`src/rtl/flash_prot_regs.sv`:
```
module flash_prot_regs #(
  parameter int          AW         = 3,
  parameter logic [31:0] UNLOCK_KEY = 32'hF123F456,
  parameter int          SEC_LSB    = 12
) (
  input  logic                 clk,
  input  logic                 rst_n,
  input  logic [AW-1:0]        reg_addr,
  input  logic [31:0]          reg_wdata,
  input  logic                 reg_we,
  output logic [31:0]          reg_rdata,
  input  logic                 prot_locked_in,
  input  logic [23:0]          sig_value,
  input  logic                 query_bank,
  input  logic [SEC_LSB+4:0]   query_addr,
  output logic                 wr_allowed,
  output logic                 key_open,
  output logic                 setup_err,
  output logic                 auto_inc,
  output logic                 dma_en,
  output logic                 dbg_en
);
  localparam int SEL_W = 5;
  localparam logic [AW-1:0] OFS_PROT0 = AW'(0);
  localparam logic [AW-1:0] OFS_PROT1 = AW'(1);
  localparam logic [AW-1:0] OFS_SIG   = AW'(2);
  localparam logic [AW-1:0] OFS_SETUP = AW'(3);
  localparam logic [AW-1:0] OFS_KEY   = AW'(4);

  logic [31:0]      mask0, mask1;
  logic [2:0]       setup_q;
  logic [SEL_W-1:0] sec_sel;
  logic             unused_low_addr;

  wire wr_p0    = reg_we && reg_addr == OFS_PROT0 && !prot_locked_in;
  wire wr_p1    = reg_we && reg_addr == OFS_PROT1 && !prot_locked_in;
  wire wr_setup = reg_we && reg_addr == OFS_SETUP;
  wire wr_key   = reg_we && reg_addr == OFS_KEY;

  always_ff @(posedge clk) begin
    if (!rst_n) begin
      mask0     <= '1;
      mask1     <= '1;
      setup_q   <= 3'b001;
      key_open  <= 1'b0;
      setup_err <= 1'b0;
    end else begin
      if (wr_p0) mask0 <= mask0 & reg_wdata;
      if (wr_p1) mask1 <= mask1 & reg_wdata;
      if (wr_key) key_open <= (reg_wdata == UNLOCK_KEY);
      if (wr_setup && key_open) setup_q <= reg_wdata[2:0];
      setup_err <= wr_setup && !key_open;
    end
  end

  assign {auto_inc, dma_en, dbg_en} = setup_q;

  assign sec_sel         = query_addr[SEC_LSB+SEL_W-1:SEC_LSB];
  assign unused_low_addr = ^query_addr[SEC_LSB-1:0];
  assign wr_allowed      = query_bank ? mask1[sec_sel] : mask0[sec_sel];

  always_comb begin
    unique case (reg_addr)
      OFS_PROT0: reg_rdata = mask0;
      OFS_PROT1: reg_rdata = mask1;
      OFS_SIG:   reg_rdata = {8'h00, sig_value};
      OFS_SETUP: reg_rdata = {29'd0, setup_q};
      default:   reg_rdata = '0;
    endcase
  end
endmodule

```
`config.mk`:
```
export PLATFORM = sky130hd
export DESIGN_NAME = flash_prot_regs
export DESIGN_NICKNAME = d
export VERILOG_FILES = /design/src/rtl/flash_prot_regs.sv
export SDC_FILE = /design/constraint.sdc
export NUM_CORES = 1
export LEC_CHECK = 0
export ABC_AREA = 0
export BUFFER_PORTS_ARGS = -buffer_cell sky130_fd_sc_hd__buf_2
export CORE_UTILIZATION = 46
export DETAILED_ROUTE_END_ITERATION = 10
export PLACE_DENSITY = 0.84
export SYNTH_ARGS = -nofsm -noshare
export SYNTH_HDL_FRONTEND = slang
export SYNTH_SLANG_ARGS = --single-unit
```
`constraint.sdc`:
```
create_clock -name clk -period 3.75 [get_ports clk]
set_input_delay 0.375 -clock clk [delete_from_list [all_inputs] [get_ports clk]]
set_output_delay 0.375 -clock clk [all_outputs]
set_load 0.005 [all_outputs]
```
# Word-level counts from Yosys, hierarchy flattened
# Index checks and enable logic that the tools add are counted.
word_totals:
  regBits: 69
  wordCells: 30
op_classes:
  bitwise: 2
  n_mux: 6
  n_lt_le_gt_ge: 1
  n_reduce_logical: 11
  eq_ne: 5
op_table:
  columns: ["operator", "n"]
  rows:
  - ["$pmux W32 S4", 1]
  - ["$and A32 B32 Y32", 2]
  - ["$eq A32 B32 Y1 const B", 1]
  - ["$bmux W1 S5", 2]
  - ["$logic_and A1 B1 Y1", 8]
  - ["$eq A3 B2 Y1 const B", 2]
  - ["$lt A5 B6 Y1 const B", 1]
  - ["$eq A3 B1 Y1 const B", 1]
  - ["$eq A3 B3 Y1 const B", 1]
  - ["$logic_not A3 Y1", 1]
  - ["$mux W1", 3]
  - ["$logic_not A1 Y1", 2]

# Longest topological paths before layout
logic_depth:
  ltp_word: 3
  ltp_mapped: 8

# Least setup slack after synthesis
# No wires, ideal clock.
synth_path:
  path_kind: "in2out"
  from: "in query_addr[13]"
  to: "out wr_allowed"
  setup_slack_ps: 1648
  path_stages: 7
  n_path_buf: 2
  arrival_ps: 1727
  cell_sequence: "buf_2 -> clkbuf_1 -> mux4_2 -> inv_1 -> o21ai_1 -> a2111oi_2 -> nor2_1"
synth_via:
  elab_chain_cells: 3
  word_cells_on_any_way: 5
  classes_between: "mux: 5"
synth_lines:
  columns: ["item", "line_no", "source"]
  rows:
  - ["start, declared", "15", "input logic [SEC_LSB+4:0] query_addr,"]
  - ["$bmux W1 S5", "60", "assign wr_allowed = query_bank ? mask1[sec_sel] : mask0[sec_sel];"]
  - ["$mux W1 (not written as such)", "60", null]
  - ["$mux W1 (*)", "60", null]
  - ["end, declared", "16", "output logic wr_allowed,"]
# Every way passes the cells marked *; elsewhere a longest branch is shown, timed or not. The select of a mux whose other input is x is not followed.

# Worst setup path in the final report
layout_path:
  from: "in query_addr[12]"
  to: "out wr_allowed"
# The elaborated chain is that of the path after synthesis.

==> flow_metrics.tcl <==
set metrics [dict create \
    worstMarginPinSlew_ps 1155 \
    die_area_mm2 0.007941 \
    rsz0062_at_grt "false" \
    total_power_mw 1.554 \
    ys.flop_type "dfxtp_1" \
    dp_hpwl_um 6843 \
    cts_max_level 3 \
    topRoutingLayerUsed "met4" \
    io_pins 119 \
    setup_ws_ps 1075 \
    num_vias 3357 \
    clock-skew-final_ps 3.697 \
    crit_chain "buf_2 > mux4_1 > mux2_2 > a2111oi_2 > nor2_1 > buf_2" \
    drive_gt1_share_pct 28.51 \
    async_flop_share_pct 0 \
    synth_area_mm2 0.003491 \
    slowest_delay_ps 600 \
    cp-end-kind "primary output" \
    core_area_mm2 0.007292 \
    grt_antenna_before_repair 0 \
    synth_compound_area_share_pct 14.34 \
    fmax_ghz 0.3738 \
    synth_top_cell_by_area "dfxtp_1" \
    outcome "completed" \
    finalSetupViolations 0 \
    synth_seq_cells 69 \
    synth.top_cells.by_count "69 x dfxtp_1, 69 x nand2_1, 65 x o21ai_0" \
    synth.distinct_cells 32 \
    start_kind "input port" \
    path_max_fanout 16 \
    drv_slew 0 \
    place_inst 581 \
    drc_errors 0 \
    clkTransAtPathRegs_ps 70 \
    synth_fa_ha_area_share_pct 0 \
    wl_met3_um 713 \
    drt-pass1-iter-count 5 \
    cts_setup_buffers 0 \
    portBuffers 106 \
    path_class "in2out" \
    cp_num_buf_inv 2 \
    grt_pass1_wl_um 14780 \
    ys_seq_area_share_pct 39.57 \
    die_width_um 89.12 \
    synth_xor_area_share_pct 0 \
    clock_latency_ps 350 \
    final_cells 597 \
    wl_um 9611 \
    antennaDiodeCount 0 \
    grt-ovfl-total 0 \
    area_delta_synth_final_pct 21.15 \
    cp_data_arrival_time_ps 2300 \
    wl_met1_um 4158 \
    critPathRequiredTime_ps 3380 \
    fin_util_pct 58.00 \
    postSynthCellCount 403 \
    cts_tree "done" \
    placed_area_mm2 0.004036 \
    layout.nets 574 \
    hold_violations 0 \
    synth_edf_count 0 \
    cts_sinks 69 \
    synth_top_family_by_area "multiplexers" \
    place_ws_ps 1057 \
    wl_met2_um 4592 \
    synth_nets 484 \
    cts_resized 0 \
    final_antenna_net_count 0 \
    period_minus_slack_ps 2675 \
    leakage_nw 1.795 \
    synthSimpleGateAreaFrac_pct 19.03 \
    peakVddDrop_mv 0.1903 \
    drt-initial-drc-count 290 \
    die_h_um 89.12 \
    setup_tns_ps 0 \
    grt_max_degree 70 \
    drt-wirelength-per-cell_um 16.10 \
    drv_cap 0 \
    gp_congestion 0.9460 \
    holdCritPathClass "in2reg" \
    synth.area.top_cells "dfxtp_1 40%, mux2i_1 9.7%, o21ai_0 9.3%" \
    muxShareOfSynthArea_pct 22.87 \
    core.rowCount 31 \
    syn_area_per_cell_um2 8.662 \
    initial_core_util_pct 47.87 \
    hold_buffers 0 \
    track_usage_pct 25.01 \
    viasPerCell 5.623 \
    grt_pass1_vias 3026 \
    p_per_area_mw_per_mm2 367.4 \
    fill_cells 688 \
    cpMostUsedCell "buf_2" \
    cts_buffer_depth 2 \
    final_cell_area_mm2 0.004229 \
    period_share_pct 71.34 \
    cp_slowest_cell "mux4_1" \
    slew_headroom_pct 23.00 \
    crit_family "multiplexers" \
    synth_warnings 0 \
    numCtsBuffers 9 \
    yosysTopAreaCellShare_pct 39.57 \
    whs_ps 277.9 \
    root_buffer "clkbuf_8" \
]
==> cell families after synthesis <==
kind of cell    after synthesis
compound gates               96
buf+inv                      33
flops                        69
mux                          54
simple gates                151
==> layout make-up <==
class	count	area [µm²]	share of cell area, %
inverter	2	7.507	0.1775
sequential	69	1381	32.66
tap	99	123.9	2.929
timing repair buffer	110	560.5	13.25
multi-input combinational	301	1963	46.42
clock inverter	4	47.55	1.124
clock buffer	12	145.1	3.432
==> tightest hold or removal path, stage by stage <==
cell and delay [ps]:
buf_2 90, o21ai_0 80, nand2_1 60
==> placed cells by master (no fill, tap or decap), drive strengths merged, types with 3 or more instances in the layout <==
| master | netlist | layout |
|---|---|---|
| mux2i | 34 | 34 |
| mux4 | 19 | 19 |
| o21ai | 66 | 66 |
| nand3 | 3 | 3 |
| nor2b | 10 | 10 |
| nor2 | 53 | 53 |
| a21oi | 24 | 24 |
| nand2 | 69 | 69 |
| buf | 10 | 110 |
| clkbuf | 21 | 12 |
| dfxtp | 69 | 69 |
==> path summary, 6_finish.rpt <==
kind / cells past startpoint / endpoint / slack (ps) / startpoint
max: 6 / wr_allowed / 1070 / query_addr[12]
min: 3 / mask1[5]$_SDFFE_PN1P_ / 280 / reg_wdata[5]
max reg2reg: 3 / setup_q[0]$_SDFFE_PN1P_ / 2720 / key_open$_SDFFE_PN0P_
min reg2reg: 1 / setup_err$_SDFF_PN0_ / 470 / key_open$_SDFFE_PN0P_
==> power by group <==
group          switching (mW)  leakage, nW  internal [mW]
Combinational           0.110         1.14         0.0907
Clock                   0.281       0.0964          0.323
Sequential            0.00695        0.560          0.742
Total                   0.398         1.80           1.16
==> state kept, by name (all words and copies together) (netlist names) <==
signal	cells
setup_err	1
mask0	32
setup_q	3
key_open	1
mask1	32
==> per-layer routing <==
layer / global-route usage, % / up-vias
met5: 0 / -
met4: 10.68 / 0
met2: 39.97 / 150
met3: 5.355 / 15
li1: - / 1602
met1: 32.90 / 1590
Note: power is estimated with default switching activity, not from simulation.
